File: config.mk
export PLATFORM = sky130hd
export DESIGN_NAME = ppg_timer
export DESIGN_NICKNAME = d
export VERILOG_FILES = /design/src/rtl/ppg_pkg.sv /design/src/rtl/ppg_prescaler.sv /design/src/rtl/ppg_duty_reg.sv /design/src/rtl/ppg_counter.sv /design/src/rtl/ppg_out.sv /design/src/rtl/ppg_timer.sv
export SDC_FILE = /design/constraint.sdc
export NUM_CORES = 1
export LEC_CHECK = 0
export BUFFER_PORTS_ARGS = -buffer_cell sky130_fd_sc_hd__clkbuf_2
export CORE_MARGIN = 1
export CORE_UTILIZATION = 35
export CTS_BUF_LIST = sky130_fd_sc_hd__clkbuf_8
export CTS_CLUSTER_SIZE = 16
export DETAILED_ROUTE_END_ITERATION = 6
export MAX_ROUTING_LAYER = met4
export SLEW_MARGIN = 20
export SYNTH_ARGS = -nofsm -noshare
export SYNTH_HDL_FRONTEND = slang
export SYNTH_SLANG_ARGS = --single-unit
File: constraint.sdc
create_clock -name clk -period 1.8 [get_ports clk]
set_input_delay 0.09 -clock clk [delete_from_list [all_inputs] [get_ports clk]]
set_output_delay 0.09 -clock clk [all_outputs]
set_load 0.02 [all_outputs]
File: src/rtl/ppg_pkg.sv
package ppg_pkg;

    typedef enum logic [1:0] {
        PS_DIV1   = 2'd0,
        PS_DIV4   = 2'd1,
        PS_DIV16  = 2'd2,
        PS_DIV16B = 2'd3
    } ps_sel_e;

    typedef enum logic {
        ST_HALT = 1'b0,
        ST_RUN  = 1'b1
    } run_state_e;

    typedef struct packed {
        logic duty;
        logic period;
    } match_t;

endpackage

File: src/rtl/ppg_prescaler.sv
module ppg_prescaler
    import ppg_pkg::*;
#(
    parameter int DIV_MID = 4,
    parameter int DIV_HI  = 16
) (
    input  logic    clk,
    input  logic    rst_n,
    input  logic    run_en,
    input  ps_sel_e sel,
    output logic    tick
);
    localparam int PW = (DIV_HI > 2) ? $clog2(DIV_HI) : 1;

    logic [PW-1:0] pre_q;
    logic [PW-1:0] lim;

    always_comb begin
        case (sel)
            PS_DIV1:  lim = '0;
            PS_DIV4:  lim = PW'(DIV_MID - 1);
            default:  lim = PW'(DIV_HI - 1);
        endcase
    end

    assign tick = run_en && (pre_q >= lim);

    always_ff @(posedge clk or negedge rst_n) begin
        if (!rst_n) begin
            pre_q <= '0;
        end else if (!run_en || tick) begin
            pre_q <= '0;
        end else begin
            pre_q <= pre_q + 1'b1;
        end
    end
endmodule

File: src/rtl/ppg_duty_reg.sv
module ppg_duty_reg #(
    parameter int W = 8
) (
    input  logic         clk,
    input  logic         rst_n,
    input  logic         wr,
    input  logic [W-1:0] data,
    input  logic         dbuf_en,
    input  logic         reload,
    output logic [W-1:0] act_q,
    output logic [W-1:0] hold_q
);
    always_ff @(posedge clk or negedge rst_n) begin
        if (!rst_n) begin
            hold_q <= '0;
        end else if (wr) begin
            hold_q <= data;
        end
    end

    always_ff @(posedge clk or negedge rst_n) begin
        if (!rst_n) begin
            act_q <= '0;
        end else if (!dbuf_en) begin
            if (wr) begin
                act_q <= data;
            end
        end else if (reload) begin
            act_q <= wr ? data : hold_q;
        end
    end
endmodule

File: src/rtl/ppg_counter.sv
module ppg_counter
    import ppg_pkg::*;
#(
    parameter int W = 8
) (
    input  logic         clk,
    input  logic         rst_n,
    input  logic         run_en,
    input  logic         tick,
    input  logic [W-1:0] duty_cmp,
    input  logic [W-1:0] period_cmp,
    output logic [W-1:0] cnt_q,
    output match_t       hit
);
    run_state_e state_q, state_d;
    logic       hold_zero;

    always_ff @(posedge clk or negedge rst_n) begin
        if (!rst_n) begin
            state_q <= ST_HALT;
        end else begin
            state_q <= state_d;
        end
    end

    always_comb begin
        unique case (state_q)
            ST_HALT: state_d = run_en ? ST_RUN : ST_HALT;   // START
            ST_RUN:  state_d = run_en ? ST_RUN : ST_HALT;   // STOP
        endcase
    end

    always_comb begin
        hold_zero  = (state_d == ST_HALT);
        hit.duty   = tick && (cnt_q == duty_cmp);
        hit.period = tick && (cnt_q == period_cmp);
    end

    always_ff @(posedge clk or negedge rst_n) begin
        if (!rst_n) begin
            cnt_q <= '0;
        end else if (hold_zero) begin
            cnt_q <= '0;
        end else if (tick) begin
            cnt_q <= hit.period ? '0 : cnt_q + 1'b1;
        end
    end
endmodule

File: src/rtl/ppg_out.sv
module ppg_out
    import ppg_pkg::*;
(
    input  logic   clk,
    input  logic   rst_n,
    input  logic   tog_en,
    input  match_t hit,
    output logic   wave_q,
    output logic   irq_d_q,
    output logic   irq_p_q
);
    always_ff @(posedge clk or negedge rst_n) begin
        if (!rst_n) begin
            wave_q  <= 1'b0;
            irq_d_q <= 1'b0;
            irq_p_q <= 1'b0;
        end else begin
            irq_d_q <= hit.duty;
            irq_p_q <= hit.period;
            if (tog_en && (hit.duty || hit.period)) begin
                wave_q <= ~wave_q;
            end
        end
    end
endmodule

File: src/rtl/ppg_timer.sv
module ppg_timer
    import ppg_pkg::*;
#(
    parameter int W       = 8,
    parameter int DIV_MID = 4,
    parameter int DIV_HI  = 16
) (
    input  logic         clk,
    input  logic         rst_n,
    input  logic [1:0]   clk_sel,
    input  logic         run_en,
    input  logic         duty_wr,
    input  logic         period_wr,
    input  logic [W-1:0] wr_data,
    input  logic         dbuf_en,
    input  logic         tog_en,
    output logic         wave_out,
    output logic         irq_duty,
    output logic         irq_period
);
    logic         tick;
    logic [W-1:0] period_q;
    logic [W-1:0] duty_act;
    logic [W-1:0] duty_hold;
    logic [W-1:0] cnt_q;
    match_t       hit;
    logic         period_hit;
    logic         duty_hit;

    assign period_hit = hit.period;
    assign duty_hit   = hit.duty;

    always_ff @(posedge clk or negedge rst_n) begin
        if (!rst_n) begin
            period_q <= '0;
        end else if (period_wr) begin
            period_q <= wr_data;
        end
    end

    ppg_prescaler #(.DIV_MID(DIV_MID), .DIV_HI(DIV_HI)) u_pre (
        .clk    (clk),
        .rst_n  (rst_n),
        .run_en (run_en),
        .sel    (ps_sel_e'(clk_sel)),
        .tick   (tick)
    );

    ppg_duty_reg #(.W(W)) u_duty (
        .clk     (clk),
        .rst_n   (rst_n),
        .wr      (duty_wr),
        .data    (wr_data),
        .dbuf_en (dbuf_en),
        .reload  (period_hit),
        .act_q   (duty_act),
        .hold_q  (duty_hold)
    );

    ppg_counter #(.W(W)) u_cnt (
        .clk        (clk),
        .rst_n      (rst_n),
        .run_en     (run_en),
        .tick       (tick),
        .duty_cmp   (duty_act),
        .period_cmp (period_q),
        .cnt_q      (cnt_q),
        .hit        (hit)
    );

    ppg_out u_out (
        .clk     (clk),
        .rst_n   (rst_n),
        .tog_en  (tog_en),
        .hit     (hit),
        .wave_q  (wave_out),
        .irq_d_q (irq_duty),
        .irq_p_q (irq_period)
    );
endmodule

# Word-level counts from Yosys, hierarchy flattened
# Cells that the tools add are included.
[word_totals] reg_bits=39 inputBits=17 out_inout_bits=3 elab_cells=37
[classes] addsub=2 order_cmp=1 eq_ne=5 n_mux=10 n_bitwise=1 reduce_logical=10
[op_table] operator="two-way mux 8 bit" n=7
[op_table] operator="equality test 8 bit" n=2
[op_table] operator="adder 8 x 1 -> 8 bit (second input constant)" n=1
[op_table] operator="case mux 4 bit (2 select lines)" n=1
[op_table] operator="adder 4 x 1 -> 4 bit (second input constant)" n=1
[op_table] operator=">= comparator 4 bit" n=1
[op_table] operator="logical AND 1 bit" n=4
[op_table] operator="two-way mux 4 bit" n=1
[op_table] operator="!= test 2 x 1 -> 1 bit (second input constant)" n=2
[op_table] operator="equality test 2 x 1 -> 1 bit (second input constant)" n=1
[op_table] operator="logical NOT 2 bit" n=1
[op_table] operator="logical OR 1 bit" n=2
[op_table] operator="AND reduction 2 bit" n=1
[op_table] operator="nonzero test 2 bit" n=1
[op_table] operator="logical NOT 1 bit" n=1
[op_table] operator="two-way mux 1 bit" n=1
[op_table] operator="NOT 1 bit" n=1

# Longest topological paths before layout
# Gate-level depths: netlist (run 1).
[depth] depth_word=8 mapped_depth=9 mapped_depth_nobuf=9

# By module
# A second synthesis (run 1) with hierarchy kept.
[hier_totals] cells_unflattened=189 area_unflattened_um2=2068.2
[by_module_without_submodules] mod="ppg_duty_reg" instances=1 cells_per_inst=73 area_per_inst_um2=721.9 seq_area_each_um2=400.4
[by_module_without_submodules] mod="ppg_counter" instances=1 cells_per_inst=67 area_per_inst_um2=649.4 seq_area_each_um2=200.2
[by_module_without_submodules] mod="ppg_timer" instances=1 cells_per_inst=17 area_per_inst_um2=331.6 seq_area_each_um2=200.2
[by_module_without_submodules] mod="ppg_prescaler" instances=1 cells_per_inst=27 area_per_inst_um2=272.8 seq_area_each_um2=100.1
[by_module_without_submodules] mod="ppg_out" instances=1 cells_per_inst=5 area_per_inst_um2=92.6 seq_area_each_um2=75.1

# Worst setup path before layout (run 1)
# Ideal clock, no wire load.
[synth_path] path_kind="reg2reg" from="register u_pre.pre_q[0]" to="register u_duty.act_q[7]" setup_time_ps=130 arrival_ps=1602 t_required_ps=1670 path_slack_ps=68 path_stages_with_launch=9 path_buffers=0 period_less_slack_ps=1732 cell_sequence="dfrtp_1 > inv_1 > ha_1 > o21ai_0 > a21oi_2 > nand3_4 > clkinv_4 > a32oi_1 > nand3_1"
[synth_lines] element="start: declaration" line="ppg_prescaler.sv:15" text="logic [PW-1:0] pre_q;"
[synth_lines] element="start signal: assignment" line="ppg_prescaler.sv:34" text="pre_q <= pre_q + 1'b1;"
[synth_lines] element="end signal: assignment" line="ppg_duty_reg.sv:26" text="act_q <= data;"
[synth_lines] element="end signal: assignment" line="ppg_duty_reg.sv:29" text="act_q <= wr ? data : hold_q;"
[synth_lines] element="end: declaration" line="ppg_duty_reg.sv:10" text="output logic [W-1:0] act_q,"

==> results of run 1 <==
[critical path, delay by kind of cell (launching register included)]
family	cells	cell delay, ps
buffers and inverters	1	120
AOI/OAI and AO/OA	3	470
and+or+nand+nor	3	360
adders and majority gates	1	300
DFF	1	390
[flip-flops by register name (all words and copies together), names as in the netlist]
name,flops
u_duty.act_q,8
u_pre.pre_q,4
u_out.irq_d_q,1
u_cnt.cnt_q,8
period_q,8
u_duty.hold_q,8
u_out.wave_q,1
u_out.irq_p_q,1
[logic make-up after synthesis]
logic type / count (synthesis)
xor gates and xnor gates: 19
buffers and inverters: 14
muxes: 9
adders and majority gates: 6
AOI/OAI and AO/OA: 41
DFF: 39
and+or+nand+nor: 84
[per-stage QoR]
| stage | total power [W] | instance area [um2] | worst slack (ps) | utilization (%) |
|---|---|---|---|---|
| 2_1_floorplan | 0.00120 | 2100 | 67.7 | - |
| 3_3_place_gp | 0.00130 | 2310 | -68.9 | 41.0 |
| 3_5_place_dp | 0.00131 | 2310 | -107 | 41.0 |
| 4_1_cts | 0.00201 | 2450 | 32.0 | 43.4 |
| 5_1_grt | 0.00211 | 2490 | -69.6 | 44.1 |
| 6_report | 0.00200 | 2490 | 44.8 | 44.1 |
[worst paths after layout]
check / cells past startpoint / start / endpoint / slack [ps]
max: 8 / u_pre.pre_q[2] / u_duty.act_q[7] / 40
min in group asynchronous: 3 / rst_n / u_out.irq_p_q / 390
max reg2reg: 8 / u_pre.pre_q[2] / u_duty.act_q[7] / 40
max in group asynchronous: 3 / rst_n / u_cnt.cnt_q[4] / 1020
min reg2reg: 1 / u_out.wave_q / u_out.wave_q / 470
min: 2 / wr_data[6] / period_q[6] / 50
[final cells by class]
class | count | area [um2] | share of cell area (%)
Inverter | 6 | 27.5 | 1.11
Sequential cell | 39 | 980 | 39.3
Timing Repair Buffer | 33 | 210 | 8.44
Tap cell | 72 | 90.1 | 3.62
Clock buffer | 5 | 68.8 | 2.76
Clock inverter | 2 | 33.8 | 1.36
Multi-Input combinational cell | 159 | 1080 | 43.4
[power groups by stage]
stage / sequential [W] / clock, W / combinational, W
2_1_floorplan: 0.00101 / 0 / 0.000193
3_3_place_gp: 0.00102 / 0 / 0.000285
3_5_place_dp: 0.00102 / 0 / 0.000291
4_1_cts: 0.00100 / 0.000714 / 0.000295
5_1_grt: 0.00102 / 0.000742 / 0.000347
6_report: 0.00101 / 0.000690 / 0.000299
[metal layers]
| layer | vias to the layer above | track usage, % |
|---|---|---|
| li1 | 799 | - |
| met1 | 765 | 21.7 |
| met2 | 34 | 23.9 |
| met3 | 5 | 3.89 |
| met4 | 0 | 4.91 |
| met5 | - | - |
[placed cells by master, fill, tap and decap left out, types with 2 or more instances in the layout]
| master | count |
|---|---|
| clkbuf_8 | 5 |
| buf_4 | 11 |
| mux2_2 | 9 |
| clkbuf_2 | 19 |
| nand2b_1 | 15 |
| nor4_1 | 2 |
| dfrtp_2 | 3 |
| and3_1 | 4 |
| o21ai_0 | 7 |
| nand4_1 | 3 |
| a21boi_0 | 6 |
| nand3_1 | 11 |
| o211ai_1 | 7 |
| nand3b_1 | 4 |
| nor2b_1 | 3 |
| inv_1 | 6 |
| dfrtp_1 | 36 |
| a21oi_1 | 8 |
| nor2_1 | 8 |
| nand2_1 | 25 |
| nor2_2 | 2 |
| ha_1 | 6 |
| xnor2_1 | 10 |
| xor2_1 | 9 |
| buf_6 | 2 |
| a31oi_1 | 6 |
[what timing repair did]
action	CTS	global route
endpoints found under the setup margin	1	18
hold endpoints to repair	39	0
hold buffers	1	0
resized for setup	1	9
pin swaps	1	4
buffers inserted	3	1
==> flow_metrics.env, run 1 <==
export IMPL_wl_um=4300
export IMPL_rsz0062_at_grt="true"
export IMPL_maxCapViolCount=0
export IMPL_highest_layer="met4"
export IMPL_synth_xor_area_share_pct=7.94
export IMPL_dp_cells=304
export IMPL_clock_fmax_mhz=570
export IMPL_ys_ff_latch=39
export IMPL_wl_met2_um=1990
export IMPL_root_buffer="clkbuf_8"
export IMPL_synth_top_family_by_area="simple AND/OR/NAND/NOR gates"
export IMPL_drive_gt1_share_pct=25.0
export IMPL_clk_latency_ps=290
export IMPL_cellPowerDensity_mw_per_mm2=801
export IMPL_area_growth_pct=18.7
export IMPL_cp_cell_sequence="ha_1, o21a_1, nor2_2, a21oi_2, nand3_4, clkinv_4, a32oi_1, nand3_1"
export IMPL_grt_remaining_overflow=0
export IMPL_period_share_pct=97.5
export IMPL_tns_ps=0
export IMPL_cts_buffers=5
export IMPL_whs_ps=48.1
export IMPL_dieArea_mm2=0.00631
export IMPL_synth_mux_area_share_pct=4.83
export IMPL_synthTopCellsByArea="dfrtp_1, mux2_2, nand2_1"
export IMPL_pwr_share_clk_pct=34.6
export IMPL_drcViolationCount=0
export IMPL_fill_cells=541
export IMPL_hp_class="input pin to flop"
export IMPL_finalSetupViolCount=0
export IMPL_clkTransAtPathRegs_ps=70
export IMPL_htree_levels=2
export IMPL_ys_warn_count=0
export IMPL_dr_pass1_iters=4
export IMPL_critPathCaptureType="flop"
export IMPL_grt_max_degree=40
export IMPL_cp_arrival_ps=1930
export IMPL_synth_edff_count=0
export IMPL_p_sw_w=0.000506
export IMPL_synthSimpleGateAreaFrac_pct=21.5
export IMPL_synth_most_common_cell="dfrtp_1"
export IMPL_synthTopCellsByCount="dfrtp_1, nand2_1, nand2b_1, nand3_1, xnor2_1"
export IMPL_seqPwrFrac_pct=50.4
export IMPL_pwr_share_comb_pct=15.0
export IMPL_slew_violations=0
export IMPL_cts_tree="built"
export IMPL_synth_cell_types=35
export IMPL_max_slew_margin_pct=66.1
export IMPL_syn_area_mm2=0.00210
export IMPL_synth_adder_area_share_pct=3.58
export IMPL_grt_pass1_vias=1536
export IMPL_antenna_cells=0
export IMPL_io_pins=20
export IMPL_async_flop_share_pct=100
export IMPL_cp_slowest_cell="dfrtp_1"
export IMPL_synth_top_area_share_pct=46.5
export IMPL_clock_sinks=39
export IMPL_wl_met1_um=2080
export IMPL_grt_usage_pct=16.1
export IMPL_worstSetupPathType="flop to flop"
export IMPL_synthCells=212
export IMPL_worst_slew_pin_slew_ps=509
export IMPL_cp_required_ps=1970
export IMPL_wl_met3_um=171
export IMPL_synth_nets=235
export IMPL_netSwitchingFraction_pct=25.4
export IMPL_cpPeakStageDelay_ps=390
export IMPL_synth_ff_type="dfrtp_1"
export IMPL_final_cell_count_no_fill=316
export IMPL_postRouteAntennaNets=0
export IMPL_core_area_mm2=0.00564
export IMPL_final_nets=267
export IMPL_initialDrtViolationCount=151
export IMPL_start_kind="flop"
export IMPL_cp_max_fo=10
export IMPL_port_buffers=19
export IMPL_die_height_um=79.4
export IMPL_synth_compound_area_share_pct=12.5
export IMPL_start_util_pct=37.2
export IMPL_outcome="finished, final reports clean"
export IMPL_antenna_found_initial=0
export IMPL_max_vdd_ir_drop_mv=0.342
export IMPL_die_w_um=79.4
export IMPL_rows=27
export IMPL_hold_violations=0
export IMPL_dpl_hpwl_um=2950
export IMPL_ctsLongestPathBuffers=2
export IMPL_p_int_w=0.00149
export IMPL_period_needed_ps=1760
export IMPL_fin_skew_ps=4.97
export IMPL_grt_first_pass_wirelength_um=7580
export IMPL_ys_seq_area_share_pct=46.5
export IMPL_avgSynthCellArea_um2=9.89
export IMPL_gp_congestion=0.796
export IMPL_cellLeakagePower_nw=1.13
export IMPL_avgViaCountPerCell=5.07
export IMPL_post_drt_wl_per_cell_um=13.6
export IMPL_num_vias=1603
export IMPL_synth_area_leader_cell="dfrtp_1"
No activity file was read; power rests on OpenSTA's default activity.
==> run 2: changes to the inputs <==
--- a/config.mk
+++ b/config.mk
@@ -11,7 +11,6 @@
 export CTS_BUF_LIST = sky130_fd_sc_hd__clkbuf_8
 export CTS_CLUSTER_SIZE = 16
 export DETAILED_ROUTE_END_ITERATION = 6
-export MAX_ROUTING_LAYER = met4
 export SLEW_MARGIN = 20
 export SYNTH_ARGS = -nofsm -noshare
 export SYNTH_HDL_FRONTEND = slang
==> run 2 against run 1 <==
Against the previous run: combinational power barely moved; largest power group unchanged; die area did not move; non-clock buffer count unchanged; routed wire length is 0.28% higher; global-route usage shrank 0.43 points; largest cell class unchanged; power up 0.11%; clock-buffer cell count unchanged; first-iteration DRC count decreased by 19%; design area unchanged.
==> flow_metrics.env, run 2 (same netlist as run 1, synthesis figures left out) <==
export IMPL_cts_tree="built"
export IMPL_post_drt_wl_per_cell_um=13.7
export IMPL_grt_remaining_overflow=0
export IMPL_dr_pass1_iters=4
export IMPL_critPathCaptureType="flop"
export IMPL_start_util_pct=37.2
export IMPL_cp_max_fo=10
export IMPL_root_buffer="clkbuf_8"
export IMPL_htree_levels=2
export IMPL_final_nets=267
export IMPL_rsz0062_at_grt="true"
export IMPL_clkTransAtPathRegs_ps=70
export IMPL_drive_gt1_share_pct=25.0
export IMPL_outcome="finished, final reports clean"
export IMPL_ctsLongestPathBuffers=2
export IMPL_grt_max_degree=40
export IMPL_die_w_um=79.4
export IMPL_wl_um=4310
export IMPL_clock_fmax_mhz=570
export IMPL_clk_latency_ps=290
export IMPL_cellLeakagePower_nw=1.13
export IMPL_fin_skew_ps=4.77
export IMPL_rows=27
export IMPL_cellPowerDensity_mw_per_mm2=802
export IMPL_num_vias=1604
export IMPL_grt_usage_pct=15.6
export IMPL_grt_first_pass_wirelength_um=7590
export IMPL_hp_class="input pin to flop"
export IMPL_drcViolationCount=0
export IMPL_slew_violations=0
export IMPL_worst_slew_pin_slew_ps=513
export IMPL_cp_required_ps=1970
export IMPL_start_kind="flop"
export IMPL_period_needed_ps=1750
export IMPL_period_share_pct=97.4
export IMPL_finalSetupViolCount=0
export IMPL_antenna_found_initial=0
export IMPL_cp_arrival_ps=1930
export IMPL_cts_buffers=5
export IMPL_io_pins=20
export IMPL_maxCapViolCount=0
export IMPL_clock_sinks=39
export IMPL_antenna_cells=0
export IMPL_dieArea_mm2=0.00631
export IMPL_final_cell_mix="dfrtp_1, nand2_1, clkbuf_2"
export IMPL_initialDrtViolationCount=123
export IMPL_dpl_hpwl_um=2950
export IMPL_port_buffers=19
export IMPL_gp_congestion=0.785
export IMPL_area_growth_pct=18.7
export IMPL_max_vdd_ir_drop_mv=0.342
export IMPL_core_area_mm2=0.00564
export IMPL_final_common_cell="dfrtp_1"
export IMPL_final_util_pct=44.1
export IMPL_hold_violations=0
export IMPL_dp_cells=304
export IMPL_grt_pass1_vias=1540
export IMPL_die_height_um=79.4
export IMPL_postRouteAntennaNets=0
export IMPL_worstSetupPathType="flop to flop"
export IMPL_avgViaCountPerCell=5.08
export IMPL_max_slew_margin_pct=65.8
export IMPL_final_cell_count_no_fill=316
[run 2: cell counts in the layout (fill, tap and decap cells not counted)]
Identical to the previous run, type by type.
[run 2: worst paths after layout]
kind | startpoint | end | slack, ps | cells past startpoint
worst max-delay path | u_pre.pre_q[2] | u_duty.act_q[7] | 50 | 8
worst min-delay path | wr_data[6] | period_q[6] | 50 | 2
worst max register to register | u_pre.pre_q[2] | u_duty.act_q[7] | 50 | 8
worst min register to register | u_out.wave_q | u_out.wave_q | 470 | 1
max in group asynchronous | rst_n | u_cnt.cnt_q[4] | 1020 | 3
min in group asynchronous | rst_n | u_out.irq_p_q | 400 | 3
[run 2: report_power, final]
part	internal [W]	total, W	switching, W	leakage, nW
logic	0.000142	0.000299	0.000158	0.586
registers	0.000947	0.00101	0.0000586	0.493
clock network	0.000400	0.000692	0.000292	0.0554
[run 2: area by class of cell]
type / count / area (um2)
clock inverter: 2 / 33.8
clock buffer: 5 / 68.8
inverter: 6 / 27.5
sequential: 39 / 980
timing repair buffer: 33 / 210
tap: 72 / 90.1
multi-input combinational: 159 / 1080
fill: 541 / 3150
[run 2: critical path: stages, from the launching register on]
cell      delay [ps]
dfrtp_1          390
ha_1             300
o21a_1           180
nor2_2           120
a21oi_2           70
nand3_4          150
clkinv_4         120
a32oi_1          220
nand3_1           90
[run 2: routing by layer]
metal	up-vias	routed length, um	GRT usage [%]
met4	0	60	4.91
met5	-	0	0
met2	26	1980	23.8
li1	800	-	-
met3	5	147	3.89
met1	773	2130	21.7
[run 2: timing repair]
| action | 4_1_cts | 5_1_grt |
|---|---|---|
| hold endpoints to repair | 39 | 0 |
| gates cloned | 0 | 0 |
| setup buffers | 3 | 1 |
| gates resized for setup | 1 | 9 |
| setup endpoints to repair | 1 | 18 |
| pin swaps | 1 | 4 |
| hold buffers | 1 | 0 |
[run 2: stage by stage]
stage / instance area [um2] / hold slack (ps) / TNS [ps] / setup slack (ps) / power (W)
2_1_floorplan: 2100 / -206 / 0 / 67.7 / 0.00120
3_3_place_gp: 2310 / 181 / -111 / -68.9 / 0.00130
3_5_place_dp: 2310 / 182 / -338 / -107 / 0.00131
4_1_cts: 2450 / 44.6 / 0 / 32.0 / 0.00201
5_1_grt: 2490 / 56.6 / -327 / -69.6 / 0.00211
6_report: 2490 / 48.0 / 0 / 46.5 / 0.00200
==> run 3: changes to the inputs <==
--- a/config.mk
+++ b/config.mk
@@ -6,12 +6,12 @@
 export NUM_CORES = 1
 export LEC_CHECK = 0
 export BUFFER_PORTS_ARGS = -buffer_cell sky130_fd_sc_hd__clkbuf_2
-export CORE_MARGIN = 1
+export CORE_MARGIN = 4
 export CORE_UTILIZATION = 35
 export CTS_BUF_LIST = sky130_fd_sc_hd__clkbuf_8
 export CTS_CLUSTER_SIZE = 16
 export DETAILED_ROUTE_END_ITERATION = 6
-export SLEW_MARGIN = 20
 export SYNTH_ARGS = -nofsm -noshare
 export SYNTH_HDL_FRONTEND = slang
+export SYNTH_HIERARCHICAL = 1
 export SYNTH_SLANG_ARGS = --single-unit
==> run 3 against run 2 <==
Against the previous run: the flow now finishes with violations (setup timing); combinational power increased by 20%; core utilization increased by 3.3 points; cell count decreased by 0.32%; area after synthesis decreased by 1.4%; register-to-register slack got worse by 200 ps; design area increased by 6.9%; global-route usage decreased by 2.6 points; clock power decreased by 21%; first-iteration DRC count decreased by 56%; critical path type unchanged.
==> flow_metrics.env, run 3 <==
export IMPL_hold_violations=0
export IMPL_dpl_hpwl_um=3180
export IMPL_min_from="wr_data[1]"
export IMPL_p_int_w=0.00140
export IMPL_port_buffers=19
export IMPL_start_util_pct=36.9
export IMPL_synth_edff_count=0
export IMPL_clk_latency_ps=290
export IMPL_max_vdd_ir_drop_mv=0.446
export IMPL_cts_buffers=5
export IMPL_critPathCaptureType="flop"
export IMPL_syn_area_mm2=0.00207
export IMPL_total_power_w=0.00191
export IMPL_rsz0062_at_grt="true"
export IMPL_ys_warn_count=6
export IMPL_synthCells=189
export IMPL_pwr_share_clk_pct=28.8
export IMPL_io_pins=20
export IMPL_worstReg2RegStart="u_pre/pre_q[1]"
export IMPL_gp_congestion=0.760
export IMPL_synth_ff_type="dfrtp_1"
export IMPL_fin_skew_ps=5.16
export IMPL_p_sw_w=0.000514
export IMPL_met3_usage_pct=3.20
export IMPL_synth_top_area_share_pct=47.2
export IMPL_grt_pass1_vias=1524
export IMPL_async_flop_share_pct=100
export IMPL_slew_violations=0
export IMPL_cellPowerDensity_mw_per_mm2=718
export IMPL_ys_ff_latch=39
export IMPL_final_nets=265
export IMPL_synthTopCellsByArea="dfrtp_1, xnor2_1, mux2_4"
export IMPL_grt_usage_pct=13.0
export IMPL_synth_nets=212
export IMPL_htree_levels=2
export IMPL_ys_seq_area_share_pct=47.2
export IMPL_rrSetupSlack_ps=-150
export IMPL_grt_first_pass_wirelength_um=7440
export IMPL_drive_gt1_share_pct=38.3
export IMPL_maxCapViolCount=0
export IMPL_crit_reg2reg_capture="u_duty/act_q[0]"
export IMPL_use_met2_pct=19.6
export IMPL_period_share_pct=108
export IMPL_core_area_mm2=0.00561
export IMPL_root_buffer="clkbuf_8"
export IMPL_cts_tree="built"
export IMPL_post_drt_wl_per_cell_um=13.8
export IMPL_synth_cell_types=33
export IMPL_antenna_cells=0
export IMPL_synthTopCellsByCount="dfrtp_1, xnor2_1, o21ai_0, nand2_1, inv_1"
export IMPL_avgViaCountPerCell=4.82
export IMPL_cp_max_fo=7
export IMPL_ctsLongestPathBuffers=2
export IMPL_critPathLaunch="u_pre/pre_q[1]"
export IMPL_clkTransAtPathRegs_ps=70
export IMPL_clock_sinks=39
export IMPL_antenna_found_initial=0
export IMPL_rows=27
export IMPL_cp_arrival_ps=2110
export IMPL_seqPwrFrac_pct=52.5
export IMPL_initialDrtViolationCount=54
export IMPL_cellLeakagePower_nw=1.22
export IMPL_postRouteAntennaNets=0
export IMPL_clock_fmax_mhz=512
export IMPL_finalSetupViolCount=21
export IMPL_synth_most_common_cell="dfrtp_1"
export IMPL_drcViolationCount=0
export IMPL_dieArea_mm2=0.00720
export IMPL_num_vias=1519
export IMPL_die_w_um=84.9
export IMPL_fill_cells=541
export IMPL_period_needed_ps=1950
export IMPL_hp_class="input pin to flop"
export IMPL_netSwitchingFraction_pct=26.9
export IMPL_grt_remaining_overflow=0
export IMPL_final_common_cell="dfrtp_1"
export IMPL_r2r_cells=10
export IMPL_grt_max_degree=21
export IMPL_worst_slew_pin_slew_ps=367
export IMPL_cp_required_ps=1950
export IMPL_violations="setup timing"
export IMPL_tns_ps=-1810
export IMPL_met1_usage_pct=18.0
export IMPL_die_height_um=84.9
export IMPL_outcome="finished with violations"
export IMPL_area_growth_pct=28.7
export IMPL_synth_area_leader_cell="dfrtp_1"
export IMPL_max_slew_margin_pct=75.5
export IMPL_min_path_cells=2
export IMPL_avgSynthCellArea_um2=10.9
export IMPL_final_setup_worst_slack_ps=-152
export IMPL_final_cell_mix="dfrtp_1, buf_4, xnor2_1"
export IMPL_min_to="period_q[1]"
export IMPL_start_kind="flop"
export IMPL_dr_pass1_iters=5
export IMPL_grt_busiest_layer="met2"
export IMPL_pwr_share_comb_pct=18.8
export IMPL_wl_um=4350
export IMPL_worstSetupPathType="flop to flop"
-- run 3: changes by cell type in the layout (fill, tap and decap cells not counted), sizes merged, moves of 9 or more --
cell    previous run  this run
buf               13        34
xnor2             10        22
nand2             26        15
o21ai              8        18
inv                6        15
nand2b            15         0
-- run 3: cell type report --
| class | count | area (um2) | area share [%] |
|---|---|---|---|
| clock buffers | 5 | 68.8 | 2.58 |
| clock inverters | 3 | 12.5 | 0.470 |
| inverters | 13 | 51.3 | 1.93 |
| multi-input cells | 129 | 1060 | 39.8 |
| flip-flops and latches | 39 | 976 | 36.7 |
| well taps | 72 | 90.1 | 3.38 |
| repair buffers | 54 | 404 | 15.2 |
-- run 3: per-stage QoR --
stage | utilization, % | setup slack [ps] | instance area [um2] | hold WS, ps | cells
final | 47.5 | -152 | 2660 | 46.8 | 315
after global routing | 47.5 | -275 | 2660 | 32.1 | 315
after CTS | 46.3 | -127 | 2600 | 26.8 | 312
after detailed placement | 42.3 | -361 | 2370 | -101 | 294
after global placement | 42.3 | -333 | 2370 | -96.8 | 294
after floorplan | - | -203 | 2080 | -206 | 189
-- run 3: power by group through the flow --
| stage | clock network, W | registers, W | logic [W] |
|---|---|---|---|
| global placement | 0 | 0.00101 | 0.000294 |
| finish | 0.000550 | 0.00100 | 0.000358 |
| CTS | 0.000580 | 0.00100 | 0.000342 |
| global route | 0.000624 | 0.00101 | 0.000397 |
| detailed placement | 0 | 0.00102 | 0.000300 |
| floorplan | 0 | 0.00101 | 0.000191 |
-- run 3: repair_timing --
action                                 in CTS  in global routing
gates resized for setup                    19                  9
pin swaps                                  17                  6
gates cloned                                1                  0
setup buffers                               8                  4
hold buffers                                1                  0
setup endpoints to repair                  16                 19
endpoints found under the hold margin      39                  0
-- run 3: worst max path at each step --
stage,end,cells past startpoint
6_report,u_duty/act_q[0],10
3_5_place_dp,u_out/wave_q,13
2_1_floorplan,u_duty/act_q[4],11
5_1_grt,u_duty/act_q[0],10
3_3_place_gp,u_out/wave_q,13
4_1_cts,u_cnt/cnt_q[4],10
-- run 3: kinds of logic (layout without fill, tap and decap cells) --
kind of cell / after synthesis / in the layout / synth area share [%]
mux: 8 / 8 / 5.81
fa+ha+maj: 6 / 6 / 3.63
simple gates: 58 / 59 / 17.8
flops: 39 / 39 / 47.2
xor+xnor: 25 / 25 / 10.6
compound gates: 31 / 31 / 9.13
buf+inv: 22 / 75 / 5.87
-- run 3: per-layer routing --
metal / up-vias / wire length (um)
li1: 754 / -
met1: 738 / 2120
met2: 18 / 1990
met3: 9 / 140
met4: 0 / 99
met5: - / 0
-- run 3: critical path, cell delays in order (launching register included) --
cell      delay [ps]
dfrtp_1          390
ha_1             270
o211ai_1         210
o21ai_1          100
and2_4           160
inv_4             60
nor3_4            40
buf_12           140
nor2b_4          210
buf_6            140
o211ai_1         100
